### src/rtl/e1_pkg.sv
package e1_pkg;
  localparam logic [6:0] FAS_WORD = 7'b0011011;
  localparam logic [5:0] MF_WORD  = 6'b001011;
  localparam logic [3:0] CRC_POLY = 4'b0011; // x^4 + x + 1, x^4 implied
endpackage

### src/rtl/e1_pos_cnt.sv
module e1_pos_cnt #(
  parameter int TS_W   = 8,
  parameter int NUM_TS = 32,
  parameter int MF_LEN = 16,
  localparam int BIT_W = $clog2(TS_W),
  localparam int TSI_W = $clog2(NUM_TS),
  localparam int FRM_W = $clog2(MF_LEN)
) (
  input  logic             clk_i,
  input  logic             rst_ni,
  output logic [BIT_W-1:0] bit_o,
  output logic [TSI_W-1:0] ts_o,
  output logic [FRM_W-1:0] frm_o,
  output logic             half_end_o
);
  localparam logic [BIT_W-1:0] BIT_LAST  = BIT_W'(TS_W - 1);
  localparam logic [TSI_W-1:0] TS_LAST   = TSI_W'(NUM_TS - 1);
  localparam logic [FRM_W-1:0] FRM_LAST  = FRM_W'(MF_LEN - 1);
  localparam logic [FRM_W-2:0] HALF_LAST = {(FRM_W-1){1'b1}};

  logic bit_wrap, ts_wrap;
  assign bit_wrap = (bit_o == BIT_LAST);
  assign ts_wrap  = bit_wrap && (ts_o == TS_LAST);
  assign half_end_o = ts_wrap && (frm_o[FRM_W-2:0] == HALF_LAST);

  always_ff @(posedge clk_i or negedge rst_ni) begin
    if (!rst_ni) begin
      bit_o <= '0;
      ts_o  <= '0;
      frm_o <= '0;
    end else begin
      bit_o <= bit_wrap ? '0 : bit_o + 1'b1;
      if (bit_wrap) ts_o <= (ts_o == TS_LAST) ? '0 : ts_o + 1'b1;
      if (ts_wrap)  frm_o <= (frm_o == FRM_LAST) ? '0 : frm_o + 1'b1;
    end
  end
endmodule

### src/rtl/e1_crc4.sv
module e1_crc4 #(
  parameter int CRC_W = 4,
  parameter logic [CRC_W-1:0] POLY = e1_pkg::CRC_POLY
) (
  input  logic             clk_i,
  input  logic             rst_ni,
  input  logic             din_i,
  input  logic             blk_end_i,
  output logic [CRC_W-1:0] crc_o
);
  logic [CRC_W-1:0] acc_q, acc_nxt;
  logic             fb;

  assign fb      = acc_q[CRC_W-1] ^ din_i;
  assign acc_nxt = {acc_q[CRC_W-2:0], 1'b0} ^ ({CRC_W{fb}} & POLY);

  always_ff @(posedge clk_i or negedge rst_ni) begin
    if (!rst_ni) begin
      acc_q <= '0;
      crc_o <= '0;
    end else if (blk_end_i) begin
      acc_q <= '0;
      crc_o <= acc_nxt;
    end else begin
      acc_q <= acc_nxt;
    end
  end
endmodule

### src/rtl/e1_ts0_gen.sv
module e1_ts0_gen
  import e1_pkg::*;
(
  input  logic [3:0] frm_i,
  input  logic [2:0] bit_i,
  input  logic       crc_en_i,
  input  logic       alarm_i,
  input  logic [4:0] sa_i,
  input  logic [1:0] err_i,
  input  logic [3:0] crc_i,
  output logic       ovh_o
);
  logic [7:0] fas8, mf8, sa8;
  logic [2:0] mf_idx;
  logic [1:0] c_idx;
  logic       b1_even, b1_odd;

  assign fas8   = {1'b0, FAS_WORD};
  assign mf8    = {2'b00, MF_WORD};
  assign sa8    = {3'b000, sa_i};
  assign mf_idx = 3'd5 - frm_i[3:1];
  assign c_idx  = ~frm_i[2:1];  // C1 is crc msb

  always_comb begin
    b1_even = crc_en_i ? crc_i[c_idx] : 1'b1;
    if (!crc_en_i)          b1_odd = 1'b1;
    else if (frm_i == 4'd13) b1_odd = ~err_i[0];
    else if (frm_i == 4'd15) b1_odd = ~err_i[1];
    else                    b1_odd = mf8[mf_idx];
  end

  always_comb begin
    if (!frm_i[0]) begin
      ovh_o = (bit_i == 3'd0) ? b1_even : fas8[~bit_i];
    end else begin
      unique case (bit_i)
        3'd0:    ovh_o = b1_odd;
        3'd1:    ovh_o = 1'b1;
        3'd2:    ovh_o = alarm_i;
        default: ovh_o = sa8[~bit_i];
      endcase
    end
  end
endmodule

### src/rtl/e1_crc4_framer.sv
module e1_crc4_framer #(
  parameter int TS_W   = 8,
  parameter int NUM_TS = 32,
  parameter int MF_LEN = 16,
  localparam int BIT_W = $clog2(TS_W),
  localparam int TSI_W = $clog2(NUM_TS),
  localparam int FRM_W = $clog2(MF_LEN),
  localparam int SA_W  = TS_W - 3
) (
  input  logic            clk_i,
  input  logic            rst_ni,
  input  logic            crc_en_i,
  input  logic            alarm_i,
  input  logic [SA_W-1:0] sa_i,
  input  logic [1:0]      smf_err_i,
  input  logic            payload_i,
  output logic            payload_req_o,
  output logic            tx_o,
  output logic            mf_sync_o
);
  logic [BIT_W-1:0] bit_idx;
  logic [TSI_W-1:0] ts_idx;
  logic [FRM_W-1:0] frm_idx;
  logic             half_end, ovh_bit, nxt_bit, c_slot, crc_din, mf_start;
  logic [3:0]       c_hold;

  e1_pos_cnt #(.TS_W(TS_W), .NUM_TS(NUM_TS), .MF_LEN(MF_LEN)) u_cnt (
    .clk_i      (clk_i),
    .rst_ni     (rst_ni),
    .bit_o      (bit_idx),
    .ts_o       (ts_idx),
    .frm_o      (frm_idx),
    .half_end_o (half_end)
  );

  e1_ts0_gen u_ts0 (
    .frm_i    (frm_idx),
    .bit_i    (bit_idx),
    .crc_en_i (crc_en_i),
    .alarm_i  (alarm_i),
    .sa_i     (sa_i),
    .err_i    (smf_err_i),
    .crc_i    (c_hold),
    .ovh_o    (ovh_bit)
  );

  assign payload_req_o = (ts_idx != '0);
  assign nxt_bit       = payload_req_o ? payload_i : ovh_bit;
  assign c_slot        = !payload_req_o && (bit_idx == '0) && !frm_idx[0];
  assign crc_din       = c_slot ? 1'b0 : nxt_bit;
  assign mf_start      = !payload_req_o && (bit_idx == '0) && (frm_idx == '0);

  e1_crc4 u_crc (
    .clk_i     (clk_i),
    .rst_ni    (rst_ni),
    .din_i     (crc_din),
    .blk_end_i (half_end),
    .crc_o     (c_hold)
  );

  always_ff @(posedge clk_i or negedge rst_ni) begin
    if (!rst_ni) begin
      tx_o      <= 1'b0;
      mf_sync_o <= 1'b0;
    end else begin
      tx_o      <= nxt_bit;
      mf_sync_o <= mf_start;
    end
  end
endmodule

### config.mk
export PLATFORM = sky130hd
export DESIGN_NAME = e1_crc4_framer
export DESIGN_NICKNAME = d
export VERILOG_FILES = /design/src/rtl/e1_pkg.sv /design/src/rtl/e1_pos_cnt.sv /design/src/rtl/e1_crc4.sv /design/src/rtl/e1_ts0_gen.sv /design/src/rtl/e1_crc4_framer.sv
export SDC_FILE = /design/constraint.sdc
export NUM_CORES = 1
export LEC_CHECK = 0
export BUFFER_PORTS_ARGS = -buffer_cell sky130_fd_sc_hd__buf_2
export CORE_AREA = 2 2 46 52
export CTS_BUF_LIST = sky130_fd_sc_hd__clkbuf_8 sky130_fd_sc_hd__clkbuf_16
export DETAILED_ROUTE_END_ITERATION = 7
export DIE_AREA = 0 0 48 54
export GPL_TIMING_DRIVEN = 0
export PLACE_DENSITY_LB_ADDON = 0.05
export SETUP_SLACK_MARGIN = 0.2
export SLEW_MARGIN = 5
export SYNTH_ARGS = -nofsm -noshare
export SYNTH_HDL_FRONTEND = slang
export SYNTH_HIERARCHICAL = 1
export SYNTH_SLANG_ARGS = --single-unit
export TNS_END_PERCENT = 50
### constraint.sdc
create_clock -name clk_i -period 6.21 [get_ports clk_i]
set_input_delay 0.9315 -clock clk_i [delete_from_list [all_inputs] [get_ports clk_i]]
set_output_delay 0.9315 -clock clk_i [all_outputs]
set_load 0.01 [all_outputs]
==> out/metrics.csv <==
stage,metric,value,unit
placed_design,place_hpwl,1466,microns
timing,hold_viol,0,
critical_path,slowest_delay,0.52,ns
pwr,p_leak,0.6561,nW
placed_design,gp_congestion,0.7752,
logic_synthesis,netlist_area,1175,sq um
critical_path,cp.buffers_inverters,2,
logic_synthesis,synthXorXnorAreaFrac,2.662,%
timing,setup_tns,0,ns
critical_path,crit_path_end_kind,flop,
global_routing,grt_pass1_wl,3132,microns
detailed_routing,top_layer,met4,
pwr,powerDensity,223.2,nW/um^2
timing,fin_crit_sh,42.74,%
clock_network,clk_pin_slew,0.08,ns
logic_synthesis,yosysWarnings,6,
timing,drv_slew,0,
clock_network,hold_buffers,0,
logic_synthesis,yosysMostFrequentCell,dfrtp_1,
logic_synthesis,ys_seq_area_share,46.86,%
detailed_routing,met3WireLength,61,microns
logic_synthesis,synth_top_area_cell,dfrtp_1,
critical_path,startpoint_type,input port,
logic_synthesis,ys_top_cells_by_area,"dfrtp_1 47%, ha_1 8.5%, mux2_2 4.8%",
critical_path,crit_slowest_cell,a2111oi_0,
placed_design,place_inst,149,
clock_network,cts_tree,done,
floorplanning,initial_core_util,54.91,%
clock_network,postCtsSetupRepairBufs,0,
detailed_routing,postRouteAntennaNets,0,
detailed_routing,dr_total_vias,839,
cells_and_area,syn_to_final_growth,13.84,%
logic_synthesis,synth_top_family_by_area,simple AND/OR/NAND/NOR gates,
floorplanning,core-area,2140,sq um
global_routing,antenna_found_initial,0,
floorplanning,die_y,54,microns
cells_and_area,layout.nets,144,
detailed_routing,wl_met1,902,microns
logic_synthesis,ys_ff_latch,22,
logic_synthesis,synth.area.mux_share,9.265,%
critical_path,cp_max_fo,2,
critical_path,crit_chain,buf_2 -> nand2_1 -> a2111oi_0 -> a211o_1 -> inv_1 -> o41ai_2 -> xnor3_1 -> mux2i_1,
floorplanning,rows,18,
logic_synthesis,ys.flop_type,dfrtp_1,
pwr,peakVddDrop,0.2064,mV
logic_synthesis,synth_edf_count,0,
logic_synthesis,ys_top_cells_by_count,"22 x dfrtp_1, 8 x ha_1, 7 x inv_1, 7 x nand2_1, 6 x o21ai_0",
critical_path,critical_path.top_delay_family,compound AO/OA/AOI/OAI gates,
logic_synthesis,syn-num-nets,125,
detailed_routing,drt_iter0_drc,29,
placed_design,portBuffers,14,
detailed_routing,met2WireLength,1001,microns
run_status,status,finished clean,
timing,skew,0.004448,ns
detailed_routing,drc_errors,0,
clock_network,htreeDepth,1,
logic_synthesis,synthArstFlopShare,100.0,%
clock_network,cts_buffer_depth,2,
floorplanning,dieArea,2592,sq um
logic_synthesis,synth_top_area_share,46.86,%
placed_design,post_dp_cell_area,1282,sq um
clock_network,clk_latency,0.26,ns
logic_synthesis,synthCells,105,
global_routing,grtUsageTotal,17.73,%
detailed_routing,wl_per_cell,12.91,microns
run,maxCapViolations,0,
hold_path,hold_path_class,flop to flop,
clock_network,cts_root_buf,clkbuf_8,
pwr,finalPower,298.6,uW
critical_path,required,6.40,ns
detailed_routing,drt-vias-per-instance,5.484,
clock_network,cts_buffers,3,
detailed_routing,drtPass1Iterations,4,
timing,clock.fmax,376.8,MHz
cells_and_area,stdcell_count,153,
clock_network,postCtsResizedCells,0,
global_routing,grt.overflow.total,0,
logic_synthesis,synth_compound_area_share,13.84,%
logic_synthesis,synth-simple-area-share,15.23,%
cells_and_area,drive_gt1_share,25.20,%
logic_synthesis,synthAdderAreaFrac,8.520,%
timing,rsz0062_at_grt,false,
critical_path,arrival,2.84,ns
cells_and_area,fillCellCount,189,
logic_synthesis,synthDistinctLibCells,36,
floorplanning,ios,15,
logic_synthesis,synth.avg_cell_area,11.19,sq um
clock_network,cts_sinks,22,
timing,setup_viol,0,
timing,fin_crit,2.654,ns
cells_and_area,postLayoutCellArea,1338,sq um
cells_and_area,diodes,0,
global_routing,grt_pass1_vias,728,
timing,slew_headroom,65.47,%
global_routing,grt_max_degree,23,
detailed_routing,routed_wl,1975,microns
critical_path,critPathKind,input port to flop,
floorplanning,die_w,48,microns
timing,tightest_slew,0.5048,ns
where the power goes:
| part | switching [mW] | internal (mW) |
|---|---|---|
| combinational | 0.0145 | 0.0212 |
| clock | 0.0429 | 0.0564 |
| sequential | 0.00637 | 0.157 |
metal layers:
layer | global-route usage (%) | vias up
met5 | 0 | -
met4 | 6.757 | 0
met3 | 4.027 | 2
met2 | 29.11 | 12
met1 | 22.22 | 409
li1 | - | 416
through the flow:
| stage | hold slack, ns | setup WS [ns] | utilization, % |
|---|---|---|---|
| finish | 0.4867 | 3.556 | 62.51 |
| global route | 0.5103 | 3.505 | 62.51 |
| CTS | 0.4941 | 3.638 | 62.51 |
| detailed placement | 0.4768 | 3.380 | 59.94 |
| global placement | 0.4705 | 3.394 | 59.94 |
| floorplan | 0.4584 | 3.615 | - |
cell families after synthesis:
logic type	count (synthesis)
XOR/XNOR	2
adder cells (fa/ha/maj)	8
buffers and inverters	9
flip-flops	22
AND/OR/NAND/NOR	32
AO/OA/AOI/OAI	23
multiplexers	9
layout make-up:
type | count | area [sq um] | share of cell area (%)
repair buffers | 14 | 70.07 | 5.239
clock buffers | 4 | 55.05 | 4.116
flip-flops and latches | 22 | 550.5 | 41.16
well taps | 30 | 37.54 | 2.806
inverters | 7 | 26.28 | 1.964
multi-input cells | 74 | 581.8 | 43.50
plain buffers | 2 | 16.27 | 1.216
state kept, by name, indices dropped and copies added (netlist names):
name and count:
mf_sync_o 1, tx_o 1, u_cnt/ts_o 5, u_cnt/frm_o 4, u_cnt/bit_o 3, u_crc/crc_o 4, u_crc/acc_q 4
path summary, 6_finish.rpt:
| check | slack, ns | cells after the start | end | start |
|---|---|---|---|---|
| max | 3.56 | 8 | u_crc/crc_o[1] | sa_i[1] |
| min | 0.49 | 1 | u_crc/acc_q[3] | u_crc/acc_q[2] |
| max reg2reg | 3.65 | 8 | u_crc/crc_o[1] | u_cnt/frm_o[1] |
| min reg2reg | 0.49 | 1 | u_crc/acc_q[3] | u_crc/acc_q[2] |
| max in group asynchronous | 5.27 | 1 | u_crc/acc_q[1] | rst_ni |
| min in group asynchronous | 0.62 | 1 | tx_o | rst_ni |
cells in the final DEF, fill, tap and decap left out, drive strengths merged, types with 2 or more instances in the layout:
cell / count
nor3b: 3
clkbuf: 4
o31ai: 2
dfrtp: 22
nor2b: 2
nand2: 7
inv: 7
mux2i: 3
o21ai: 7
buf: 16
a2111oi: 2
ha: 8
mux2: 5
nand3: 4
nor2: 5
and3: 4
a21oi: 5
nor3: 2
nand2b: 2
No activity file was read; power rests on OpenSTA's default activity.
